### src/rtl/axis_hold_pkg.sv
package axis_hold_pkg;

  // number of byte lanes for a data width
  function automatic int lane_count(input int data_w);
    return (data_w + 7) / 8;
  endfunction

  // total packed width of one beat: last, id, dest, user, keep, strb, data
  function automatic int beat_width(input int data_w, input int id_w,
                                    input int dest_w, input int user_w);
    return 1 + id_w + dest_w + user_w + 2 * lane_count(data_w) + data_w;
  endfunction

  // an external handshake completes this cycle
  function automatic logic handshake(input logic valid, input logic ready);
    return valid & ready;
  endfunction

endpackage

### src/rtl/axis_field_tie.sv
module axis_field_tie #(
  parameter int W       = 1,
  parameter bit USE     = 1'b1,
  parameter bit DEF_ONE = 1'b0
) (
  input  logic [W-1:0] in_f,
  output logic [W-1:0] out_f
);
  localparam logic [W-1:0] DEF_VAL = DEF_ONE ? {W{1'b1}} : {W{1'b0}};

  assign out_f = USE ? in_f : DEF_VAL;
endmodule

### src/rtl/axis_ready_reg.sv
module axis_ready_reg (
  input  logic clk,
  input  logic rst,
  input  logic p_ready,
  output logic s_ready
);
  always_ff @(posedge clk) begin
    if (rst) s_ready <= 1'b1;
    else     s_ready <= p_ready;
  end

  assert_ready_lag_R2: assert property (@(posedge clk) disable iff (rst)
    p_ready |=> s_ready);
  assert_ready_drop_R2: assert property (@(posedge clk) disable iff (rst)
    !p_ready |=> !s_ready);
endmodule

### src/rtl/axis_hold_reg.sv
module axis_hold_reg #(
  parameter int W = 8
) (
  input  logic         clk,
  input  logic         rst,
  input  logic         cap,
  input  logic         rel,
  input  logic [W-1:0] d,
  output logic [W-1:0] q,
  output logic         full
);
  always_ff @(posedge clk) begin
    if (rst) begin
      full <= 1'b0;
    end else if (cap) begin
      full <= 1'b1;
    end else if (rel) begin
      full <= 1'b0;
    end
  end

  always_ff @(posedge clk) begin
    if (cap) q <= d;
  end

  assert_no_overwrite_R5: assert property (@(posedge clk) disable iff (rst)
    full |-> !cap);
  assert_filled_R4: assert property (@(posedge clk) disable iff (rst)
    cap |=> full);
endmodule

### src/rtl/axis_ingress_hold.sv
module axis_ingress_hold
  import axis_hold_pkg::*;
#(
  parameter int DATA_W   = 32,
  parameter int ID_W     = 4,
  parameter int DEST_W   = 4,
  parameter int USER_W   = 2,
  parameter bit USE_LAST = 1'b1,
  parameter bit USE_ID   = 1'b1,
  parameter bit USE_DEST = 1'b1,
  parameter bit USE_USER = 1'b1,
  parameter bit USE_KEEP = 1'b1,
  parameter bit USE_STRB = 1'b1
) (
  input  logic                              clk,
  input  logic                              rst,
  input  logic                              s_valid,
  input  logic [DATA_W-1:0]                 s_data,
  input  logic                              s_last,
  input  logic [ID_W-1:0]                   s_id,
  input  logic [DEST_W-1:0]                 s_dest,
  input  logic [USER_W-1:0]                 s_user,
  input  logic [lane_count(DATA_W)-1:0]     s_keep,
  input  logic [lane_count(DATA_W)-1:0]     s_strb,
  output logic                              s_ready,
  output logic                              p_valid,
  output logic [DATA_W-1:0]                 p_data,
  output logic                              p_last,
  output logic [ID_W-1:0]                   p_id,
  output logic [DEST_W-1:0]                 p_dest,
  output logic [USER_W-1:0]                 p_user,
  output logic [lane_count(DATA_W)-1:0]     p_keep,
  output logic [lane_count(DATA_W)-1:0]     p_strb,
  input  logic                              p_ready
);
  localparam int LANES = lane_count(DATA_W);
  localparam int BW    = beat_width(DATA_W, ID_W, DEST_W, USER_W);

  logic              t_last;
  logic [ID_W-1:0]   t_id;
  logic [DEST_W-1:0] t_dest;
  logic [USER_W-1:0] t_user;
  logic [LANES-1:0]  t_keep;
  logic [LANES-1:0]  t_strb;

  axis_field_tie #(.W(1),      .USE(USE_LAST), .DEF_ONE(1'b1)) u_last (.in_f(s_last), .out_f(t_last));
  axis_field_tie #(.W(ID_W),   .USE(USE_ID),   .DEF_ONE(1'b0)) u_id   (.in_f(s_id),   .out_f(t_id));
  axis_field_tie #(.W(DEST_W), .USE(USE_DEST), .DEF_ONE(1'b0)) u_dest (.in_f(s_dest), .out_f(t_dest));
  axis_field_tie #(.W(USER_W), .USE(USE_USER), .DEF_ONE(1'b0)) u_user (.in_f(s_user), .out_f(t_user));
  axis_field_tie #(.W(LANES),  .USE(USE_KEEP), .DEF_ONE(1'b1)) u_keep (.in_f(s_keep), .out_f(t_keep));
  axis_field_tie #(.W(LANES),  .USE(USE_STRB), .DEF_ONE(1'b1)) u_strb (.in_f(s_strb), .out_f(t_strb));

  // named internal events
  logic          ext_accept;
  logic          hold_cap;
  logic          hold_rel;
  logic          hold_full;
  logic [BW-1:0] ext_beat;
  logic [BW-1:0] held_beat;
  logic [BW-1:0] out_beat;

  assign ext_beat   = {t_last, t_id, t_dest, t_user, t_keep, t_strb, s_data};
  assign ext_accept = handshake(s_valid, s_ready);
  assign hold_cap   = ext_accept & ~p_ready;
  assign hold_rel   = hold_full & p_ready;

  axis_ready_reg u_rdy (
    .clk(clk), .rst(rst), .p_ready(p_ready), .s_ready(s_ready)
  );

  axis_hold_reg #(.W(BW)) u_hold (
    .clk(clk), .rst(rst), .cap(hold_cap), .rel(hold_rel),
    .d(ext_beat), .q(held_beat), .full(hold_full)
  );

  assign out_beat = hold_full ? held_beat : ext_beat;
  assign p_valid  = p_ready & (hold_full | ext_accept);
  assign {p_last, p_id, p_dest, p_user, p_keep, p_strb, p_data} = out_beat;

  assert_valid_gated_R1: assert property (@(posedge clk) disable iff (rst)
    !p_ready |-> !p_valid);
  assert_hold_blocks_R5: assert property (@(posedge clk) disable iff (rst)
    hold_full |-> !s_ready);
  assert_held_first_R4: assert property (@(posedge clk) disable iff (rst)
    (hold_full && p_ready) |-> (p_valid && !ext_accept));
endmodule

### config.mk
export PLATFORM = sky130hd
export DESIGN_NAME = axis_ingress_hold
export DESIGN_NICKNAME = d
export VERILOG_FILES = /design/src/rtl/axis_hold_pkg.sv /design/src/rtl/axis_field_tie.sv /design/src/rtl/axis_ready_reg.sv /design/src/rtl/axis_hold_reg.sv /design/src/rtl/axis_ingress_hold.sv
export SDC_FILE = /design/constraint.sdc
export NUM_CORES = 1
export LEC_CHECK = 0
export CAP_MARGIN = 20
export CORE_MARGIN = 2
export CORE_UTILIZATION = 35
export CTS_CLUSTER_SIZE = 30
export DETAILED_ROUTE_END_ITERATION = 8
export PLACE_DENSITY = 0.69
export SLEW_MARGIN = 20
export SYNTH_ARGS = -nofsm -noshare
export SYNTH_HDL_FRONTEND = slang
export SYNTH_SLANG_ARGS = --single-unit
### constraint.sdc
create_clock -name clk -period 3.6 [get_ports clk]
set_input_delay 0.72 -clock clk [delete_from_list [all_inputs] [get_ports clk]]
set_output_delay 0.72 -clock clk [all_outputs]
set_load 0.1 [all_outputs]
==> flow_metrics.tcl <==
set metrics [dict create \
    skew_ps 6.69 \
    final-max-slew-violation-count 0 \
    reg2reg_depth 3 \
    cts_max_path_buffers 2 \
    r2r_start "u_rdy.s_ready" \
    power_leakage_uw 0.00139 \
    crit_path_max_incr_delay_ps 970 \
    start_kind "flop" \
    seq_area_frac_synth_pct 63.5 \
    worstSkewPairLatency_ps 300 \
    worstPathMaxFanout 52 \
    min_period_over_period_pct 74.9 \
    setup_violations 0 \
    rsz0062_at_grt "false" \
    antenna_found_initial 0 \
    post_cts_buffers 0 \
    drt-initial-drc-count 46 \
    layout_commonest_cell "clkdlybuf4s50_1" \
    cts_resized 0 \
    finalWeightedCongestion 0.626 \
    path_clk_slew_ps 90 \
    worst_slew_pin_slew_ps 960 \
    grt_pass1_wl_mm 6.78 \
    tritoncts "yes" \
    r2r_slack_ps 2170 \
    dieWidth_um 88.1 \
    fmax_mhz 371 \
    ys_seq_elements 53 \
    status "completed" \
    die-area_mm2 0.00776 \
    initial_core_util_pct 36.2 \
    track_usage_pct 11.4 \
    critPathArrivalTime_ps 1980 \
    ys_types 11 \
    portBuffers 107 \
    finalSetupTns_ps 0 \
    num_antenna_cells 0 \
    drt.antenna.violating_nets 0 \
    routed-via-count 1405 \
    cts_sinks 53 \
    hold_violations 0 \
    hold_path_depth 2 \
    worst-endpoint-required_ps 2880 \
    routedWlPerCell_um 14.3 \
    crit_slowest_cell "dfxtp_4" \
    synth_cells 116 \
    worstSetupEndpointType "output port" \
    fin_nets 280 \
    avgSynthCellArea_um2 21.3 \
    htreeDepth 2 \
    ios 108 \
    holdPathEnd "u_hold.full" \
    p_per_area_mw_per_mm2 465 \
    synth_area_mm2 0.00247 \
    final_cell_mix "clkdlybuf4s50_1, buf_4, edfxtp_1" \
    hold_start "u_rdy.s_ready" \
    synth_top_area_share_pct 61.9 \
    layout-drive-gt1-share_pct 50.4 \
    worstPathCellList "mux2_2 -> buf_4" \
    layout_min_cycle_time_ps 2700 \
    die_h_um 88.1 \
    utilization_pct 52.0 \
    path_class "reg -> out" \
    overflow 0 \
    syn_nets 171 \
    areaGrowthSynthToFinish_pct 43.5 \
    first_pass_iters 4 \
    yosysTopAreaCell "edfxtp_1" \
    hold_class "reg -> reg" \
    ir_drop_uv 194 \
    totalWireLength_mm 4.59 \
    netlist_top_cells_area "edfxtp_1, mux2_4, buf_12" \
    num_rows 30 \
    core_region_area_mm2 0.00683 \
    grt_pass1_vias 1409 \
    ys_warn_count 0 \
    r2r_end "u_hold.q[30]" \
    relSlewSlack_pct 35.8 \
    grt_max_degree 53 \
    drc 0 \
    vias_per_cell 4.36 \
    holdBufCountCts 0 \
    cap_violations 0 \
    numCtsBuffers 5 \
    clock-root-buffer "clkbuf_8" \
]
-- area by class of cell --
cell class / count / area [um^2]
well taps: 96 / 120
multi-input cells: 57 / 798
clock inverters: 2 / 35.0
clock buffers: 6 / 72.6
repair buffers: 108 / 948
flip-flops and latches: 53 / 1580
fillers: 578 / 3280
-- metal layers --
layer	global-route usage (%)	wire [um]	share of wire (%)	up-vias
met3	6.88	664	14	5
li1	-	-	-	669
met2	17.7	1970	43	75
met1	13.5	1910	42	656
met4	2.89	40	0.87	0
met5	0	0	0	-
-- per-stage QoR --
stage	setup WS, ps	power (uW)	hold slack, ps	area, um^2	std cells
2_1_floorplan	379	1150	641	2480	116
3_3_place_gp	1140	1280	557	3440	314
5_1_grt	817	1720	637	3550	322
6_report	905	1650	572	3550	322
4_1_cts	889	1680	577	3550	322
3_5_place_dp	1130	1280	553	3440	314
-- sequential cells by signal, summed over array words and instances, names as in the netlist --
signal         cells
u_hold.q          51
u_rdy.s_ready      1
u_hold.full        1
-- report_power, final --
part,internal (uW),switching [uW]
sequential,703,18.8
combinational,168,372
clock,206,180
-- synth_stat cells (all sizes together) --
library cell and count:
nor2 2, mux2 51, dfxtp 2, nand2 1, a21oi 1, or2 1
buf 6, nor2b 1, edfxtp 51
-- worst max path at each step --
stage / start / end / slack (ps)
after detailed placement: p_ready / p_valid / 1130
after floorplan: u_rdy.s_ready / p_valid / 380
after CTS: u_hold.full / p_dest[3] / 890
after global routing: u_hold.full / p_dest[3] / 820
final: u_hold.full / p_dest[3] / 900
after global placement: p_ready / p_valid / 1140
-- kinds of logic (layout without fill, tap and decap cells) --
kind of cell    count (synthesis)  in the layout  share of synthesized area [%]
simple gates                    5              5                          0.961
flops                          53             53                           63.5
buf+inv                         6            116                           4.50
compound gates                  1              1                          0.202
mux                            51             51                           30.8
-- worst max-delay path, delay by kind of cell (launching register included) --
kind     cells  cell delay, ps
mux          1             410
flops        1             970
buf+inv      1             230
Power figures use the tool's default switching activity.
